[src/rtl/async_tx_pkg.sv]
package async_tx_pkg;

  localparam int ADDR_W = 3;
  localparam logic [ADDR_W-1:0] ADDR_DATA  = 3'd0;
  localparam logic [ADDR_W-1:0] ADDR_DIVHI = 3'd1;
  localparam logic [ADDR_W-1:0] ADDR_FMT   = 3'd3;

  // Frame phase, owned by the control unit
  typedef enum logic [2:0] {
    PH_IDLE  = 3'd0,
    PH_START = 3'd1,
    PH_DATA  = 3'd2,
    PH_PAR   = 3'd3,
    PH_STOP  = 3'd4
  } phase_t;

  // Control-to-datapath strobes
  typedef struct packed {
    logic   load;   // move holding register into shifter
    logic   shift;  // advance shifter by one data bit
    phase_t phase;  // selects what the line carries
  } tx_strobe_t;

  // Format register layout
  typedef struct packed {
    logic       dlab;
    logic       brk;
    logic       stick;
    logic       evenSel;
    logic       parEn;
    logic       stopSel;
    logic [1:0] wordSel;
  } fmt_t;

endpackage

[src/rtl/async_tx_baud.sv]
module async_tx_baud #(
  parameter int DIV_W = 16
) (
  input  logic             clk,
  input  logic             rstN,
  input  logic [DIV_W-1:0] divisor,
  input  logic             reload,
  output logic             tick
);

  logic [DIV_W-1:0] cnt;
  logic [DIV_W-1:0] divEff;

  // zero divisor behaves as one
  assign divEff = (divisor == '0) ? DIV_W'(1) : divisor;
  assign tick   = (cnt <= DIV_W'(1));

  always_ff @(posedge clk or negedge rstN) begin
    if (!rstN)               cnt <= DIV_W'(1);
    else if (reload || tick) cnt <= divEff;
    else                     cnt <= cnt - DIV_W'(1);
  end

endmodule

[src/rtl/async_tx_ctrl.sv]
module async_tx_ctrl
  import async_tx_pkg::*;
#(
  parameter int TICKS_PER_BIT = 16
) (
  input  logic       clk,
  input  logic       rstN,
  input  logic       tick,
  input  logic       holdFull,
  input  logic [1:0] wordSel,
  input  logic       parEn,
  input  logic       stopSel,
  output tx_strobe_t strobe,
  output logic       idle
);

  localparam int HALF_TICKS = TICKS_PER_BIT / 2;
  localparam int MAX_STOP   = 2 * TICKS_PER_BIT;
  localparam int CNT_W      = $clog2(MAX_STOP + 1);

  phase_t           phase;
  logic [CNT_W-1:0] tickCnt;
  logic [CNT_W-1:0] curLen;
  logic [2:0]       bitIdx;
  logic [2:0]       lastIdx;
  logic             lastTick;

  always_comb begin
    lastIdx = 3'd4 + {1'b0, wordSel};
    if (phase == PH_STOP) begin
      if (!stopSel)              curLen = CNT_W'(TICKS_PER_BIT);
      else if (wordSel == 2'b00) curLen = CNT_W'(3 * HALF_TICKS);
      else                       curLen = CNT_W'(MAX_STOP);
    end else begin
      curLen = CNT_W'(TICKS_PER_BIT);
    end
    lastTick = tick && (tickCnt == curLen - CNT_W'(1));
  end

  always_comb begin
    strobe.load  = (phase == PH_IDLE) && holdFull;
    strobe.shift = lastTick && (phase == PH_DATA);
    strobe.phase = phase;
    idle         = (phase == PH_IDLE);
  end

  always_ff @(posedge clk or negedge rstN) begin
    if (!rstN) begin
      phase   <= PH_IDLE;
      tickCnt <= '0;
      bitIdx  <= '0;
    end else if (phase == PH_IDLE) begin
      tickCnt <= '0;
      bitIdx  <= '0;
      if (holdFull) phase <= PH_START;
    end else if (tick) begin
      if (lastTick) begin
        tickCnt <= '0;
        unique case (phase)
          PH_START: phase <= PH_DATA;
          PH_DATA: begin
            if (bitIdx == lastIdx) phase <= parEn ? PH_PAR : PH_STOP;
            else                   bitIdx <= bitIdx + 3'd1;
          end
          PH_PAR:  phase <= PH_STOP;
          default: phase <= PH_IDLE;
        endcase
      end else begin
        tickCnt <= tickCnt + CNT_W'(1);
      end
    end
  end

endmodule

[src/rtl/async_tx_dpath.sv]
module async_tx_dpath
  import async_tx_pkg::*;
#(
  parameter int DIV_W = 16
) (
  input  logic              clk,
  input  logic              rstN,
  input  logic              wrEn,
  input  logic [ADDR_W-1:0] wrAddr,
  input  logic [7:0]        wrData,
  input  tx_strobe_t        strobe,
  output logic              serOut,
  output logic              holdFull,
  output logic [1:0]        wordSel,
  output logic              parEn,
  output logic              stopSel,
  output logic              dlab,
  output logic              brk,
  output logic [DIV_W-1:0]  divisor,
  output logic              divReload
);

  localparam int HI_W = DIV_W - 8;

  fmt_t            fmt;
  logic [7:0]      holdReg;
  logic [7:0]      shiftReg;
  logic            parBit;
  logic [7:0]      divLo;
  logic [HI_W-1:0] divHi;
  logic            wrHold, wrDivLo, wrDivHi, wrFmt;
  logic [7:0]      wordMask;
  logic            rawPar, nextPar, lineBit;

  always_comb begin
    wrHold  = wrEn && (wrAddr == ADDR_DATA)  && !fmt.dlab;
    wrDivLo = wrEn && (wrAddr == ADDR_DATA)  &&  fmt.dlab;
    wrDivHi = wrEn && (wrAddr == ADDR_DIVHI) &&  fmt.dlab;
    wrFmt   = wrEn && (wrAddr == ADDR_FMT);
  end

  // parity over the selected data bits only
  always_comb begin
    wordMask = 8'hFF >> (2'd3 - fmt.wordSel);
    rawPar   = ^(holdReg & wordMask);
    if (fmt.stick)        nextPar = ~fmt.evenSel;
    else if (fmt.evenSel) nextPar = rawPar;
    else                  nextPar = ~rawPar;
  end

  always_ff @(posedge clk or negedge rstN) begin
    if (!rstN) begin
      fmt       <= '0;
      holdFull  <= 1'b0;
      divReload <= 1'b0;
    end else begin
      if (wrFmt) fmt <= fmt_t'(wrData);
      if (wrHold)           holdFull <= 1'b1;
      else if (strobe.load) holdFull <= 1'b0;
      divReload <= wrDivLo || wrDivHi;
    end
  end

  // data stores carry no reset
  always_ff @(posedge clk) begin
    if (wrHold)  holdReg <= wrData;
    if (wrDivLo) divLo   <= wrData;
    if (wrDivHi) divHi   <= wrData[HI_W-1:0];
    if (strobe.load) begin
      shiftReg <= holdReg;
      parBit   <= nextPar;
    end else if (strobe.shift) begin
      shiftReg <= {1'b0, shiftReg[7:1]};
    end
  end

  always_comb begin
    unique case (strobe.phase)
      PH_START: lineBit = 1'b0;
      PH_DATA:  lineBit = shiftReg[0];
      PH_PAR:   lineBit = parBit;
      default:  lineBit = 1'b1;
    endcase
    serOut = fmt.brk ? 1'b0 : lineBit;
  end

  assign wordSel = fmt.wordSel;
  assign parEn   = fmt.parEn;
  assign stopSel = fmt.stopSel;
  assign dlab    = fmt.dlab;
  assign brk     = fmt.brk;
  assign divisor = {divHi, divLo};

endmodule

[src/rtl/async_tx.sv]
module async_tx
  import async_tx_pkg::*;
#(
  parameter int DIV_W         = 16,
  parameter int TICKS_PER_BIT = 16
) (
  input  logic              clk,
  input  logic              rstN,
  input  logic              wrEn,
  input  logic [ADDR_W-1:0] wrAddr,
  input  logic [7:0]        wrData,
  output logic              serOut,
  output logic              holdEmpty,
  output logic              txEmpty
);

  tx_strobe_t       strobe;
  logic             holdFull, idle, baudTick, divReload;
  logic [1:0]       wordSel;
  logic             parEn, stopSel, dlab, brk;
  logic [DIV_W-1:0] divisor;

  async_tx_baud #(.DIV_W(DIV_W)) u_baud (
    .clk(clk), .rstN(rstN), .divisor(divisor), .reload(divReload), .tick(baudTick)
  );

  async_tx_ctrl #(.TICKS_PER_BIT(TICKS_PER_BIT)) u_ctrl (
    .clk(clk), .rstN(rstN), .tick(baudTick), .holdFull(holdFull),
    .wordSel(wordSel), .parEn(parEn), .stopSel(stopSel),
    .strobe(strobe), .idle(idle)
  );

  async_tx_dpath #(.DIV_W(DIV_W)) u_dpath (
    .clk(clk), .rstN(rstN), .wrEn(wrEn), .wrAddr(wrAddr), .wrData(wrData),
    .strobe(strobe), .serOut(serOut), .holdFull(holdFull),
    .wordSel(wordSel), .parEn(parEn), .stopSel(stopSel),
    .dlab(dlab), .brk(brk), .divisor(divisor), .divReload(divReload)
  );

  assign holdEmpty = !holdFull;
  assign txEmpty   = !holdFull && idle;

endmodule

[config.mk]
export PLATFORM = sky130hd
export DESIGN_NAME = async_tx
export DESIGN_NICKNAME = d
export VERILOG_FILES = /design/src/rtl/async_tx_pkg.sv /design/src/rtl/async_tx_baud.sv /design/src/rtl/async_tx_ctrl.sv /design/src/rtl/async_tx_dpath.sv /design/src/rtl/async_tx.sv
export SDC_FILE = /design/constraint.sdc
export NUM_CORES = 1
export LEC_CHECK = 0
export CORE_UTILIZATION = 54
export DETAILED_ROUTE_END_ITERATION = 7
export PLACE_DENSITY_LB_ADDON = 0.1
export SYNTH_ARGS = -nofsm -noshare
export SYNTH_HDL_FRONTEND = slang
export SYNTH_SLANG_ARGS = --single-unit
[constraint.sdc]
create_clock -name clk -period 3.1 [get_ports clk]
set_input_delay 0.62 -clock clk [delete_from_list [all_inputs] [get_ports clk]]
set_output_delay 0.62 -clock clk [all_outputs]
set_load 0.01 [all_outputs]
# After elaboration in Yosys (flattened, before gate mapping)
# Cells that the tools add are included.
word_totals:
  elab_cells: 94
  regBits: 71
  in_bits: 14
  out_inout_bits: 3
classes:
  bitwise_logic: 3
  shift: 1
  n_eq_ne: 11
  reduce_logical: 26
  n_addsub: 6
  magnitude_cmp: 1
  n_mux: 28
ops:
  columns: ["op", "n"]
  rows:
  - ["$mux W6", 6]
  - ["$mux W3", 11]
  - ["$mux W16", 2]
  - ["$le A16 B1 Y1 const B", 1]
  - ["$logic_not A16 Y1", 1]
  - ["$mux W8", 2]
  - ["$sub A16 B1 Y16 const B", 1]
  - ["$logic_and A1 B1 Y1", 10]
  - ["$reduce_bool A2 Y1", 5]
  - ["$eq A3 B2 Y1 const B", 3]
  - ["$pmux W3 S3", 1]
  - ["$and A8 B8 Y8", 1]
  - ["$reduce_and A4 Y1", 2]
  - ["$reduce_xor A8 Y1", 1]
  - ["$shr A8 B2 Y8 const A", 1]
  - ["$add A6 B1 Y6 const B", 1]
  - ["$eq A3 B1 Y1 const B", 2]
  - ["$eq A6 B6 Y1", 1]
  - ["$logic_not A3 Y1", 2]
  - ["$sub A6 B1 Y6 const B", 1]
  - ["$mux W1", 5]
  - ["$add A3 B1 Y3 const B", 1]
  - ["$add A3 B2 Y3 const A", 1]
  - ["$eq A3 B3 Y1", 1]
  - ["10 further kinds", 13]

# Longest topological paths before layout
depth:
  ltp_word: 10
  ltp_mapped: 9
  mapped_depth_nobuf: 8

# By module
# Synthesis repeated with hierarchy kept, for this count alone.
hier_totals:
  cells_unflattened: 280
  hier_area_um2: 3352.0
modules_own_cells:
  columns: ["module", "seq_area_each_um2", "n_inst", "cells_per_inst", "area_per_inst_um2"]
  rows:
  - ["async_tx_dpath", 1241.2, 1, 87, 1631.6]
  - ["async_tx_baud", 401.6, 1, 107, 950.9]
  - ["async_tx_ctrl", 300.3, 1, 84, 759.5]
  - ["async_tx", 0.0, 1, 2, 10.0]

# Worst setup path before layout
# No wires, ideal clock.
synth_path:
  kind: "reg2reg"
  start: "register u_ctrl.phase[0]"
  end: "register u_dpath.shiftReg[0], enable pin"
  arrival_time_ns: 2.700
  t_required_ns: 2.715
  synth_period_minus_slack_ns: 3.085
  path_stages_with_launch: 10
  n_path_buf: 1
  setup_slack_ns: 0.015
  setup_time_ns: 0.385
  path_cell_list: "dfrtp_1 clkbuf_1 nand4bb_1 nor3_1 ha_1 xor2_1 nor3_1 o2111a_1 nand2_1 a21boi_0"
synth_via:
  elab_chain_len: 7
  elab_cells_between_ends: 10
  classes_between: "add/sub (1); eq/ne (3); mux (1); reduce/logical (5)"
synth_rtl:
  columns: ["element", "line", "text"]
  rows:
  - ["start: declaration", "async_tx_ctrl.sv:21", "phase_t phase;"]
  - ["start signal: assignment", "async_tx_ctrl.sv:62", "if (bitIdx == lastIdx) phase <= parEn ? PH_PAR : PH_STOP;"]
  - ["$eq A3 B3 Y1", "async_tx_ctrl.sv:30", "if (phase == PH_STOP) begin"]
  - ["$mux W6", "async_tx_ctrl.sv:30", null]
  - ["$sub A6 B1 Y6", "async_tx_ctrl.sv:37", "lastTick = tick && (tickCnt == curLen - CNT_W'(1));"]
  - ["$eq A6 B6 Y1", "async_tx_ctrl.sv:37", null]
  - ["$logic_and A1 B1 Y1", "async_tx_ctrl.sv:37", null]
  - ["$logic_and A1 B1 Y1", "async_tx_ctrl.sv:42", "strobe.shift = lastTick && (phase == PH_DATA);"]
  - ["$reduce_bool A2 Y1 (no source line) *", null, null]
  - ["end signal: assignment", "async_tx_dpath.sv:70", "shiftReg <= holdReg;"]
  - ["end signal: assignment", "async_tx_dpath.sv:73", "shiftReg <= {1'b0, shiftReg[7:1]};"]
  - ["end: declaration", "async_tx_dpath.sv:27", "logic [7:0] shiftReg;"]
# Every way passes the cells marked *; elsewhere a longest branch is shown, timed or not.
# A chain may end at the register's enable or synchronous reset.

# Final worst setup path
layout_path:
  start: "register u_ctrl.phase[1]"
  end: "register u_dpath.shiftReg[7], enable pin"
# The elaborated chain is that of the path after synthesis.

==> summary by stage <==
Global route
The largest net degree at the start of global routing is 39. The number of global-route vias before repair is 2046. The first global-routing pass estimated 9.94 mm of wire. After global routing the overflow that remains totals 0. The initial antenna violation count was 0. For this run, the total global-route usage over all layers was measured as 21.6%.

Setup path
The endpoint type of the worst setup path is a flop. The critical path goes through nand4bb_1 > nor3_1 > ha_1 > xor2_1 > nor3_2 > o2111a_1 > nand2_1 > a21boi_0 > buf_4. The critical path required time is 3160 ps. At the worst endpoint, the arrival time is 2790 ps. The buffers plus inverters on the worst setup path is 1. The startpoint kind of the worst setup timing path is a flop. The slowest cell on the critical path is dfrtp_1.

For this run, the slowest stage of the critical path takes 480 ps. Broken down by cell family, the worst path's largest delay share belongs to simple AND/OR/NAND/NOR gates. Along the worst path, the maximum fanout reaches 11. By startpoint and endpoint, the worst setup path is classified as reg -> reg.

STA
Between clock sinks in the finished design, the worst skew comes to 11.2 ps. The total count of hold-check failures in the final report is 0. The post-layout minimum cycle time is 2730 ps. The slew of the pin with the lowest slew margin is 879 ps.

The maximum clock frequency is 0.366 GHz. The ratio of final minimum period to clock period is 88.1%. After routing, the total negative slack on setup checks comes to 0 ps. Setup repair after global routing left no endpoint under its margin. Setup violations remaining at the end of the flow were counted as 0.

Measured against its own limit, the worst slew margin works out to 41.4%. The number of slew-limit violations in the final report is 0.

Yosys
The count of yosys warnings during synthesis is 0. The portion of the post-synthesis area used by sequential elements is 59.0%. The synthesized netlist contains 47 unique library cells. Ranked by total cell area, the synthesized netlist is headed by edfxtp_1, dfrtp_1, mux2_2.

The post-synth net total is 299. Of all flip-flops after synthesis, the portion carrying an async set or reset was 53.5%. The library cell with the largest summed area after synthesis is edfxtp_1. Among all flip-flop cells after synthesis, the most frequent one is dfrtp_1. The synthesized design contains 71 register bits. Summed over its instances, the top area cell type makes up 30.1% of the synthesized netlist area. The synthesized design contains 33 enable-type register cells.

In this run the mean area of a mapped cell was 11.8 um^2. Counting every instance in the synthesized netlist gives 280. The synthesized netlist occupies a cell area of 3290 um^2.

Hold path
The worst min-delay path class is in -> async.

Power and ir drop
The total power divided by cell area is 668 nW/um^2. The leakage power of the design is 0.00140 uW. The total power after layout is 2520 uW.

The maximum ir drop on the vdd rail is 0.395 mV.

CTS
Counting every sink on the clock net gives 71. For this design, the CTS-stage hold fixing added 0 buffers. In this run the deepest clock path goes through 2 buffers. The CTS H-tree depth is 3. Clock tree synthesis selected as its root buffer the cell clkbuf_8.

After clock tree synthesis, the clock-pin slew on the worst setup and hold paths is 80 ps. Counting the buffers created by CTS gives 9. The quantity of gates resized following cts is 0. At the later pin of the worst-skew pair, clock insertion delay measures 340 ps. Buffers added to address setup during post-CTS repair amount to 0. TritonCTS built the clock tree.

Die
The total area inside the core boundary comes to 5890 um^2. The initial cell density of the core is 56.0%. The width of the die is 80.1 um. The height of the chip is 80.1 um. The die covers 6420 um^2. The number of top-level pins is 17. The site row count is 28.

Finish
The count of filler cells inserted in the layout is 471. The most common library cell in the layout ignoring fill and taps is dfrtp_1. In the layout the commonest cells are dfrtp_1, edfxtp_1, nor2_1. The sequential cells in the finished layout cover a total of 1940 um^2. For this run, the post-layout net count is 321. The multi-input combinational cells in the finished layout cover a total of 1300 um^2.

Cells with a size suffix above 1 make up 14.3% of the layout. The relative area change from synthesis to final layout is 14.5%. 0 antenna diodes ended up in the layout.

Drt
The detail route stage leaves a number of antenna-violating nets equal to 0. The total vias in the final route is 2135. Dividing the detail-routed wire length by the instance count gives 15.9 um.

The count of routing violations after the opening detailed-route iteration is 122. For this run, design rule violations remaining after detail routing come to 0. The wire length after detailed routing is 6.07 mm. Using the TritonRoute via totals, the vias-per-cell ratio works out to 5.59. The first TritonRoute pass finished after 4 iterations.

Place
The routability congestion estimate is 0.836. Detailed placement finished with a half-perimeter wire length of 4.29 mm. During placement, the flow inserted port buffers numbering 16.

Status
The flow ran to the end, and the final reports show no timing, DRC or antenna violations.

Job
Across the run, the number of max-cap violations was 0.
-- stage by stage --
step | worst slack (ps) | area [um^2] | util [%] | cells | hold slack [ps]
after global placement | 306 | 3550 | 60.4 | 366 | 501
after floorplan | 14.6 | 3290 | - | 280 | 324
after CTS | 219 | 3770 | 64.0 | 382 | 422
after detailed placement | 224 | 3550 | 60.4 | 366 | 507
final | 368 | 3770 | 64.1 | 382 | 388
after global routing | 126 | 3770 | 64.1 | 382 | 465
-- cell families after synthesis --
family / Yosys count / share of synthesized area (%)
multiplexers: 15 / 5.13
adder cells (fa/ha/maj): 5 / 1.90
AO/OA/AOI/OAI: 49 / 9.23
buffers and inverters: 15 / 1.94
AND/OR/NAND/NOR: 101 / 16.0
XOR/XNOR: 24 / 6.80
flip-flops: 71 / 59.0
-- report_power, final --
part           switching [uW]  total [uW]  internal [uW]  leakage [uW]
registers                 130        1270           1140      0.000763
logic                     223         461            238      0.000538
clock network             340         791            452      0.000104
-- final timing paths --
path	end	slack [ps]	depth (start not counted)	start
min in group clk	u_baud.cnt[9]	520	2	u_dpath.divHi[1]
worst max register to register	u_dpath.shiftReg[7]	370	9	u_ctrl.phase[1]
worst min register to register	u_baud.cnt[9]	520	2	u_dpath.divHi[1]
worst max-delay path	u_dpath.shiftReg[7]	370	9	u_ctrl.phase[1]
worst min-delay path	u_ctrl.bitIdx[0]	390	1	rstN
max in group asynchronous	u_dpath.wordSel[0]	2150	1	rstN
-- state kept, by name, indices dropped and copies added, names as in the netlist, 2 cells and up --
register,cells
u_dpath.wordSel,2
u_dpath.fmt,2
u_dpath.divHi,8
u_ctrl.phase,3
u_dpath.holdReg,8
u_ctrl.tickCnt,6
u_dpath.shiftReg,8
u_baud.cnt,16
u_ctrl.bitIdx,3
u_dpath.divLo,8
-- area by class of cell --
class                   count  share of cell area [%]
clock buffers              10                    3.38
clock inverters             6                    2.26
inverters                   6                   0.597
multi-input cells         194                    34.5
flip-flops and latches     71                    51.5
well taps                  75                    2.49
repair buffers             20                    5.24
-- routing by layer --
| layer | GRT usage, % | vias up | part of all wire (%) |
|---|---|---|---|
| met5 | 0 | - | 0 |
| met4 | 11.1 | 0 | 2.6 |
| met3 | 4.20 | 12 | 2.7 |
| met2 | 32.6 | 37 | 45 |
| met1 | 29.9 | 1022 | 49 |
| li1 | - | 1064 | - |
-- cell usage after synthesis (3+ instances only) --
library cell / n
nand2_1: 19
nand3_1: 8
ha_1: 5
a21oi_1: 23
nor2_1: 32
xnor2_1: 16
xor2_1: 7
edfxtp_1: 33
clkbuf_1: 8
nor3_1: 8
nor4_1: 7
o31ai_1: 3
inv_1: 6
or3_1: 4
dfrtp_1: 37
mux2_2: 15
or4_1: 3
o21ai_0: 10
Power figures use the tool's default switching activity.
